[config.mk]
export PLATFORM = sky130hd
export DESIGN_NAME = bus_cycle_capture
export DESIGN_NICKNAME = d
export VERILOG_FILES = /design/src/rtl/cap_pkg.sv /design/src/rtl/sync_bank.sv /design/src/rtl/rise_detect.sv /design/src/rtl/cycle_capture.sv /design/src/rtl/bus_cycle_capture.sv
export SDC_FILE = /design/constraint.sdc
export NUM_CORES = 1
export LEC_CHECK = 0
export BUFFER_PORTS_ARGS = -buffer_cell sky130_fd_sc_hd__buf_2
export CORE_MARGIN = 2
export CORE_UTILIZATION = 35
export CTS_CLUSTER_DIAMETER = 100
export CTS_CLUSTER_SIZE = 8
export DETAILED_ROUTE_END_ITERATION = 8
export GPL_TIMING_DRIVEN = 0
export PLACE_DENSITY = 0.62
export SLEW_MARGIN = 5
export SYNTH_ARGS = -nofsm -noshare
export SYNTH_HDL_FRONTEND = slang
export SYNTH_SLANG_ARGS = --single-unit
[constraint.sdc]
create_clock -name clk_i -period 0.9 [get_ports clk_i]
set_input_delay 0.225 -clock clk_i [delete_from_list [all_inputs] [get_ports clk_i]]
set_output_delay 0.225 -clock clk_i [all_outputs]
set_load 0.01 [all_outputs]
[src/rtl/cap_pkg.sv]
package cap_pkg;
  typedef struct packed {
    logic addr;
    logic rd;
    logic wr;
  } evt_t;

  localparam evt_t EVT_NONE = '{addr: 1'b0, rd: 1'b0, wr: 1'b0};
endpackage

[src/rtl/sync_bank.sv]
module sync_bank #(
  parameter int WIDTH  = 4,
  parameter int STAGES = 2,
  parameter logic [WIDTH-1:0] RST_VAL = '0
) (
  input  logic             clk_i,
  input  logic             rst_i,
  input  logic [WIDTH-1:0] d_i,
  output logic [WIDTH-1:0] q_o
);
  logic [WIDTH-1:0] stage_q [STAGES];

  for (genvar g = 0; g < STAGES; g++) begin : g_stage
    if (g == 0) begin : g_first
      always_ff @(posedge clk_i) begin
        if (rst_i) stage_q[g] <= RST_VAL;
        else       stage_q[g] <= d_i;
      end
    end else begin : g_next
      always_ff @(posedge clk_i) begin
        if (rst_i) stage_q[g] <= RST_VAL;
        else       stage_q[g] <= stage_q[g-1];
      end
    end
  end

  assign q_o = stage_q[STAGES-1];
endmodule

[src/rtl/rise_detect.sv]
module rise_detect #(
  parameter int WIDTH = 2
) (
  input  logic             clk_i,
  input  logic             rst_i,
  input  logic [WIDTH-1:0] lvl_i,
  output logic [WIDTH-1:0] rise_o
);
  logic [WIDTH-1:0] prev_q;

  always_ff @(posedge clk_i) begin
    if (rst_i) prev_q <= '0;
    else       prev_q <= lvl_i;
  end

  for (genvar i = 0; i < WIDTH; i++) begin : g_bit
    assign rise_o[i] = lvl_i[i] & ~prev_q[i];
  end

  // a synchronised strobe cannot rise in two consecutive cycles
  a_r6_rise_single: assert property (@(posedge clk_i) disable iff (rst_i)
    rise_o[0] |=> !rise_o[0]);
endmodule

[src/rtl/cycle_capture.sv]
module cycle_capture
  import cap_pkg::*;
#(
  parameter int HALF_W = 8,
  parameter int DATA_W = 8,
  localparam int ADDR_W = 2 * HALF_W
) (
  input  logic              clk_i,
  input  logic              rst_i,
  input  logic              hi_rise_i,
  input  logic              lo_rise_i,
  input  logic              rd_n_i,
  input  logic              wr_n_i,
  input  logic [HALF_W-1:0] pins_i,
  input  logic [DATA_W-1:0] bus_i,
  output logic [ADDR_W-1:0] addr_o,
  output logic [DATA_W-1:0] data_o,
  output evt_t              evt_o
);
  logic [HALF_W-1:0] addr_hi_q, addr_lo_q;
  logic [DATA_W-1:0] data_q;
  logic [DATA_W-1:0] bus_rev;
  evt_t              evt_q, evt_d;
  logic              take_data;

  // undo the reversed wiring of the data pins
  for (genvar i = 0; i < DATA_W; i++) begin : g_rev
    assign bus_rev[i] = bus_i[DATA_W-1-i];
  end

  assign take_data = lo_rise_i && (!rd_n_i || !wr_n_i);

  always_comb begin
    evt_d      = EVT_NONE;
    evt_d.addr = hi_rise_i | lo_rise_i;
    evt_d.rd   = lo_rise_i & ~rd_n_i;
    evt_d.wr   = lo_rise_i & ~wr_n_i;
  end

  always_ff @(posedge clk_i) begin
    if (rst_i) begin
      addr_hi_q <= '0;
      addr_lo_q <= '0;
      data_q    <= '0;
      evt_q     <= EVT_NONE;
    end else begin
      if (hi_rise_i) addr_hi_q <= pins_i;
      if (lo_rise_i) addr_lo_q <= pins_i;
      if (take_data) data_q    <= bus_rev;
      evt_q <= evt_d;
    end
  end

  assign addr_o = {addr_hi_q, addr_lo_q};
  assign data_o = data_q;
  assign evt_o  = evt_q;

  a_r2_low_kept: assert property (@(posedge clk_i) disable iff (rst_i)
    (hi_rise_i && !lo_rise_i) |=> (addr_o[HALF_W-1:0] == $past(addr_o[HALF_W-1:0])));
  a_r3_high_kept: assert property (@(posedge clk_i) disable iff (rst_i)
    (lo_rise_i && !hi_rise_i) |=> (addr_o[ADDR_W-1:HALF_W] == $past(addr_o[ADDR_W-1:HALF_W])));
  a_r4_data_held: assert property (@(posedge clk_i) disable iff (rst_i)
    !(lo_rise_i && (!rd_n_i || !wr_n_i)) |=> $stable(data_o));
  a_r6_quiet: assert property (@(posedge clk_i) disable iff (rst_i)
    (!hi_rise_i && !lo_rise_i) |=> (!evt_o.addr && $stable(addr_o)));
  a_r6_one_cycle: assert property (@(posedge clk_i) disable iff (rst_i)
    evt_o.addr |=> !evt_o.addr);
  a_r7_flag_with_addr: assert property (@(posedge clk_i) disable iff (rst_i)
    (evt_o.rd || evt_o.wr) |-> evt_o.addr);
  a_r10_high_no_flags: assert property (@(posedge clk_i) disable iff (rst_i)
    (hi_rise_i && !lo_rise_i) |=> (!evt_o.rd && !evt_o.wr));
endmodule

[src/rtl/bus_cycle_capture.sv]
module bus_cycle_capture
  import cap_pkg::*;
#(
  parameter int HALF_W      = 8,
  parameter int DATA_W      = 8,
  parameter int SYNC_STAGES = 2,
  localparam int ADDR_W = 2 * HALF_W,
  localparam int BUNDLE_W = 4 + HALF_W + DATA_W
) (
  input  logic              clk_i,
  input  logic              rst_i,
  input  logic              hi_stb_i,
  input  logic              lo_stb_i,
  input  logic              rd_n_i,
  input  logic              wr_n_i,
  input  logic [HALF_W-1:0] addr_pins_i,
  input  logic [DATA_W-1:0] data_pins_i,
  output logic [ADDR_W-1:0] addr_o,
  output logic [DATA_W-1:0] data_o,
  output logic              addr_evt_o,
  output logic              rd_evt_o,
  output logic              wr_evt_o
);
  // strobes idle low, memory strobes idle high
  localparam logic [BUNDLE_W-1:0] IDLE = {2'b00, 2'b11, {(HALF_W + DATA_W){1'b0}}};

  logic [BUNDLE_W-1:0] raw, synced;
  logic              s_hi, s_lo, s_rd_n, s_wr_n;
  logic [HALF_W-1:0] s_pins;
  logic [DATA_W-1:0] s_bus;
  logic [1:0]        rises;
  evt_t              evt;

  assign raw = {hi_stb_i, lo_stb_i, rd_n_i, wr_n_i, addr_pins_i, data_pins_i};

  sync_bank #(.WIDTH(BUNDLE_W), .STAGES(SYNC_STAGES), .RST_VAL(IDLE)) u_sync (
    .clk_i (clk_i),
    .rst_i (rst_i),
    .d_i   (raw),
    .q_o   (synced)
  );

  assign {s_hi, s_lo, s_rd_n, s_wr_n, s_pins, s_bus} = synced;

  rise_detect #(.WIDTH(2)) u_rise (
    .clk_i  (clk_i),
    .rst_i  (rst_i),
    .lvl_i  ({s_hi, s_lo}),
    .rise_o (rises)
  );

  cycle_capture #(.HALF_W(HALF_W), .DATA_W(DATA_W)) u_cap (
    .clk_i     (clk_i),
    .rst_i     (rst_i),
    .hi_rise_i (rises[1]),
    .lo_rise_i (rises[0]),
    .rd_n_i    (s_rd_n),
    .wr_n_i    (s_wr_n),
    .pins_i    (s_pins),
    .bus_i     (s_bus),
    .addr_o    (addr_o),
    .data_o    (data_o),
    .evt_o     (evt)
  );

  assign addr_evt_o = evt.addr;
  assign rd_evt_o   = evt.rd;
  assign wr_evt_o   = evt.wr;

  // outputs come out of reset cleared
  a_r1_reset_clear: assert property (@(posedge clk_i)
    $past(rst_i) |-> (addr_o == '0 && data_o == '0 && !addr_evt_o && !rd_evt_o && !wr_evt_o));
endmodule

==> results of run 1 <==
## sequential cells by signal, summed over array words and instances, names as in the netlist
name             count
u_rise.prev_q        2
u_cap.evt_o          3
u_cap.data_o         8
u_sync.stage_q      40
u_cap.addr_lo_q      8
u_cap.addr_hi_q      8
## through the flow
step	total power, mW	util	TNS [ns]	setup slack (ns)
floorplan	3.40	-	-0.507	-0.0634
global placement	3.49	0.418	-2.77	-0.180
detailed placement	3.50	0.418	-2.90	-0.189
CTS	6.74	0.504	-3.89	-0.125
global route	6.99	0.532	-6.05	-0.188
finish	6.71	0.532	-3.58	-0.115
## logic make-up after synthesis
| kind of cell | Yosys count | synth area share |
|---|---|---|
| AOI/OAI and AO/OA | 18 | 0.0473 |
| buffers and inverters | 12 | 0.0257 |
| DFF | 69 | 0.644 |
| muxes | 8 | 0.0374 |
| and+or+nand+nor | 96 | 0.245 |
## synth_stat cells, drive strengths merged
cell type  instances
a21oi             18
buf                8
clkbuf             4
dfxtp             69
mux2i              8
nand2             32
nand2b            18
nor2b             40
nor3               2
or2                4
## routing by layer
metal	global-route usage	wire length, µm
met1	0.157	1810
met2	0.187	1970
met3	0.0609	204
met4	0.0800	78
met5	0	0
## final timing paths
kind,cells after the start,endpoint,slack [ns],start
worst min-delay path,2,u_sync.stage_q[0][17],0.07,rd_n_i
worst max register to register,4,u_cap.data_o[5],-0.10,u_rise.prev_q[0]
worst min register to register,1,u_sync.stage_q[1][17],0.40,u_sync.stage_q[0][17]
worst max-delay path,1,addr_o[3],-0.12,u_cap.addr_lo_q[3]
## power by group
group | switching (mW) | internal, mW
logic | 0.140 | 0.156
registers | 0.0452 | 3.15
clock network | 1.11 | 2.11
## cell type report
cell class	instances	area share
clock buffers	9	0.0393
flip-flops and latches	69	0.450
well taps	75	0.0298
repair buffers	55	0.145
multi-input cells	122	0.269
plain buffers	11	0.0230
clock inverters	7	0.0437
## placed cells by master, fill, tap and decap left out
| master | synthesis | layout |
|---|---|---|
| nand2_4 | 0 | 5 |
| nor2b_1 | 40 | 39 |
| nor3_1 | 2 | 1 |
| nand2b_4 | 1 | 1 |
| buf_8 | 0 | 1 |
| clkbuf_1 | 4 | 4 |
| a21oi_4 | 1 | 1 |
| a21oi_2 | 0 | 16 |
| clkinv_2 | 0 | 2 |
| buf_6 | 0 | 26 |
| dfxtp_1 | 69 | 41 |
| dfxtp_2 | 0 | 28 |
| a21oi_1 | 17 | 1 |
| nor2b_4 | 0 | 1 |
| buf_12 | 0 | 1 |
| nor3_2 | 0 | 1 |
| bufinv_16 | 0 | 4 |
| nand2_1 | 32 | 15 |
| nand2_2 | 0 | 12 |
| nand2b_1 | 17 | 17 |
| buf_2 | 8 | 27 |
| clkinvlp_4 | 0 | 1 |
| buf_4 | 0 | 7 |
| or2_1 | 4 | 4 |
| clkbuf_8 | 0 | 9 |
| mux2i_1 | 8 | 8 |
## timing repair
action	CTS	global route
setup endpoints to repair	48	51
buffers inserted	2	6
resized for setup	63	39
pin swaps	7	14
==> flow_metrics.env, run 1 <==
export IMPL_clkLatencyLatePin_ns=0.33
export IMPL_cts_buffers=9
export IMPL_drc=0
export IMPL_finalWeightedCongestion=0.744
export IMPL_cap_viol_max_count=0
export IMPL_final_seq_area_mm2=0.00142
export IMPL_first_pass_iters=4
export IMPL_finalHoldViolations=0
export IMPL_clock_sinks=69
export IMPL_core_mm2=0.00592
export IMPL_tightestPinTransition_ns=0.448
export IMPL_p_per_area_mw_per_mm2=2130
export IMPL_critPathTopFamily="flip-flops"
export IMPL_num_vias=1432
export IMPL_viasPerCell=4.11
export IMPL_leakagePower_nw=1.28
export IMPL_die_h_um=82.3
export IMPL_violations="setup timing"
export IMPL_io_pins=49
export IMPL_slew_violations=0
export IMPL_synth_area_per_cell_um2=10.6
export IMPL_setup_viol=44
export IMPL_cts_tree="yes"
export IMPL_syn_cell_area_mm2=0.00214
export IMPL_grt_use_total=0.130
export IMPL_grt_first_pass_wirelength_um=6350
export IMPL_areaGrowthSynthToFinish_pct=46.9
export IMPL_final_cell_area_mm2=0.00315
export IMPL_clock_fmax_ghz=0.985
export IMPL_postSynthCellCount=203
export IMPL_hpwlAfterDp_um=2580
export IMPL_synth_cell_types=12
export IMPL_cts_htree_levels=3
export IMPL_period_needed_ns=1.02
export IMPL_vdd_ir_drop_max_mv=0.993
export IMPL_root_buffer="clkbuf_8"
export IMPL_ant_nets=0
export IMPL_cp_arrival_ns=0.79
export IMPL_worstSetupEndpointType="output port"
export IMPL_yosys_warnings=0
export IMPL_crit_buf_inv=1
export IMPL_grt_antenna_before_repair=0
export IMPL_multi_input_area_um2=847
export IMPL_drive_gt1_frac=0.524
export IMPL_wl_um=4070
export IMPL_die_x_um=82.3
export IMPL_required_ns=0.67
export IMPL_synth_fp_nets=225
export IMPL_rows=28
export IMPL_rsz0062_at_grt="true"
export IMPL_dp_cells=325
export IMPL_ys_seq_area_frac=0.644
export IMPL_synth_top_area_share=0.644
export IMPL_dpl_instance_area_mm2=0.00247
export IMPL_setup_ws_ns=-0.115
export IMPL_crit_chain="buf_6"
export IMPL_crit_slowest_cell="dfxtp_2"
export IMPL_instances_no_fill=348
export IMPL_start_kind="register"
export IMPL_grt_max_degree=13
export IMPL_critPathMaxFanout=2
export IMPL_slew_limit_headroom=0.701
export IMPL_layout_nets=290
export IMPL_ys_ff_latch=69
export IMPL_start_util=0.362
export IMPL_finClkSkew_ns=0.00418
export IMPL_whs_ns=0.0683
export IMPL_diodes=0
export IMPL_hp_class="in2reg"
export IMPL_fillers=511
export IMPL_status="complete, but fails checks"
export IMPL_dr_first_iter_drc_count=61
export IMPL_clock_path_buffers=2
export IMPL_gr_total_overflow=0
export IMPL_port_buffers=47
export IMPL_post_drt_wl_per_cell_um=11.7
export IMPL_synth_area_leaders="dfxtp_1, nor2b_1, nand2_1"
export IMPL_clkTransAtPathRegs_ns=0.07
export IMPL_postCtsHoldBufs=0
export IMPL_synth_largest_area_cell="dfxtp_1"
export IMPL_period_share=1.13
export IMPL_crit_path_max_incr_delay_ns=0.36
export IMPL_die_area_mm2=0.00677
export IMPL_grt_pass1_vias=1357
export IMPL_path_class="reg2out"
Note: power is estimated with default switching activity, not from simulation.
==> inputs of run 2 (changes only) <==
Settings changed: ABC_AREA from default to 1.
==> flow_metrics.env, run 2 <==
export IMPL_period_share=1.13
export IMPL_layout_nets=347
export IMPL_hpwlAfterDp_um=2680
export IMPL_crit_slowest_cell="dfxtp_2"
export IMPL_finClkSkew_ns=0.00389
export IMPL_synth_common_cells="nor2_1, dfxtp_1, inv_1"
export IMPL_gr_total_overflow=0
export IMPL_critPathTopFamily="flip-flops"
export IMPL_yosys_warnings=0
export IMPL_synth_top_area_share=0.629
export IMPL_cts_buffers=9
export IMPL_largest_register="u_sync.stage_q"
export IMPL_tightestPinTransition_ns=0.231
export IMPL_ant_nets=0
export IMPL_synth_cell_types=16
export IMPL_hp_start="wr_n_i"
export IMPL_r2r_slack_ns=-0.11
export IMPL_finalWeightedCongestion=0.735
export IMPL_synth_largest_area_cell="dfxtp_1"
export IMPL_areaGrowthSynthToFinish_pct=38.9
export IMPL_setup_viol=41
export IMPL_slew_violations=0
export IMPL_synth_area_leaders="dfxtp_1, nor2_1, inv_1"
export IMPL_p_per_area_mw_per_mm2=2050
export IMPL_final_seq_area_mm2=0.00142
export IMPL_setup_tns_ns=-3.18
export IMPL_layout_common_cells="nor2_1, inv_1, dfxtp_1"
export IMPL_final_cell_area_mm2=0.00305
export IMPL_vdd_ir_drop_max_mv=1.17
export IMPL_synth_fp_nets=281
export IMPL_largest_reg_flops=40
export IMPL_root_buffer="clkbuf_8"
export IMPL_rows=28
export IMPL_required_ns=0.67
export IMPL_grt_antenna_before_repair=0
export IMPL_diodes=0
export IMPL_start_util=0.367
export IMPL_path_class="reg2out"
export IMPL_cap_viol_max_count=0
export IMPL_drc=0
export IMPL_clkTransAtPathRegs_ns=0.06
export IMPL_finalHoldViolations=0
export IMPL_viasPerCell=4.04
export IMPL_multi_input_area_um2=617
export IMPL_postCtsHoldBufs=0
export IMPL_setup_ws_ns=-0.116
export IMPL_cts_htree_levels=3
export IMPL_dpl_instance_area_mm2=0.00252
export IMPL_mostFrequentLayoutCell="nor2_1"
export IMPL_period_needed_ns=1.02
export IMPL_clock_sinks=69
export IMPL_slew_limit_headroom=0.846
export IMPL_crit_buf_inv=1
export IMPL_dr_first_iter_drc_count=49
export IMPL_post_route_util=0.509
export IMPL_critPathMaxFanout=2
export IMPL_ys_flop_type="dfxtp_1"
export IMPL_yosysMostFrequentCell="nor2_1"
export IMPL_rsz0062_at_grt="true"
export IMPL_pre_cts_slack_ns=-0.126
export IMPL_synth_edff_count=0
export IMPL_start_kind="register"
export IMPL_status="complete, but fails checks"
export IMPL_grt_use_total=0.123
export IMPL_wl_um=3990
export IMPL_die_area_mm2=0.00692
export IMPL_synth_async_sr_flop_share=0
export IMPL_worstSetupEndpointType="output port"
export IMPL_cts_tree="yes"
export IMPL_r2r_end="u_cap.data_o[3]"
export IMPL_die_h_um=83.2
export IMPL_min_to="u_sync.stage_q[0][16]"
export IMPL_first_pass_iters=4
export IMPL_clock_fmax_ghz=0.984
export IMPL_die_x_um=83.2
export IMPL_r2r_cells=6
export IMPL_cp_arrival_ns=0.79
export IMPL_fillers=586
export IMPL_postSynthCellCount=259
export IMPL_ys_seq_area_frac=0.629
export IMPL_drive_gt1_frac=0.393
export IMPL_ys_ff_latch=69
export IMPL_io_pins=49
export IMPL_post_drt_wl_per_cell_um=9.89
export IMPL_crit_path_max_incr_delay_ns=0.36
export IMPL_hold_depth=2
export IMPL_core_mm2=0.00599
export IMPL_r2r_start="u_sync.stage_q[1][18]"
export IMPL_power_mw=6.24
export IMPL_violations="setup timing"
export IMPL_crit_chain="buf_6"
export IMPL_num_vias=1629
export IMPL_port_buffers=47
export IMPL_clkLatencyLatePin_ns=0.33
export IMPL_syn_cell_area_mm2=0.00220
export IMPL_synth_area_per_cell_um2=8.48
export IMPL_grt_pass1_vias=1551
export IMPL_hp_class="in2reg"
export IMPL_grt_max_degree=11
export IMPL_clock_path_buffers=2
export IMPL_grt_first_pass_wirelength_um=6790
export IMPL_leakagePower_nw=1.42
==> run 2: kinds of logic after synthesis <==
logic type             synth area share
DFF                               0.629
AOI/OAI and AO/OA                0.0570
buffers and inverters             0.121
and+or+nand+nor                   0.193
==> run 2: how the worst max path moves through the flow <==
stage | slack, ns | endpoint | depth (start not counted) | from
3_5_place_dp | -0.13 | u_cap.addr_hi_q[5] | 5 | u_rise.prev_q[1]
3_3_place_gp | -0.11 | u_cap.addr_hi_q[4] | 5 | u_rise.prev_q[1]
6_report | -0.12 | addr_o[7] | 1 | u_cap.addr_lo_q[7]
2_1_floorplan | 0.006 | u_cap.data_o[3] | 6 | u_sync.stage_q[1][18]
4_1_cts | -0.12 | addr_o[10] | 1 | u_cap.addr_hi_q[2]
5_1_grt | -0.16 | u_cap.data_o[4] | 6 | u_sync.stage_q[1][18]
==> run 2: repair_timing <==
item | in CTS | in global routing
cloned | 2 | 0
pin swaps | 10 | 3
setup buffers | 3 | 3
resized for setup | 74 | 9
setup endpoints to repair | 54 | 52
hold endpoints to repair | 0 | 0
==> run 2: layout make-up <==
cell class,count,area share
buffer,11,0.0279
clock buffer,13,0.0554
clock inverter,1,0.00984
inverter,50,0.0623
multi-input combinational,129,0.202
sequential,69,0.464
tap,75,0.0308
timing repair buffer,55,0.147
==> run 2: routing by layer <==
| layer | vias to the layer above | routed length (µm) | part of all wire | track usage |
|---|---|---|---|---|
| li1 | 891 | - | - | - |
| met1 | 687 | 1840 | 0.46 | 0.136 |
| met2 | 37 | 1790 | 0.45 | 0.199 |
| met3 | 14 | 216 | 0.054 | 0.0507 |
| met4 | 0 | 139 | 0.035 | 0.0730 |
| met5 | - | 0 | 0 | 0 |
==> run 2: stage by stage <==
step	std cells	hold WS, ns
2_1_floorplan	259	0.329
3_3_place_gp	381	0.393
3_5_place_dp	381	0.393
4_1_cts	400	0.0562
5_1_grt	403	0.0668
6_report	403	0.0763
==> run 2: report_power, final <==
group | internal, mW | switching (mW) | total, mW | leakage [nW]
sequential | 3.20 | 0.0617 | 3.26 | 0.578
combinational | 0.245 | 0.245 | 0.490 | 0.742
clock | 1.48 | 1.02 | 2.50 | 0.102
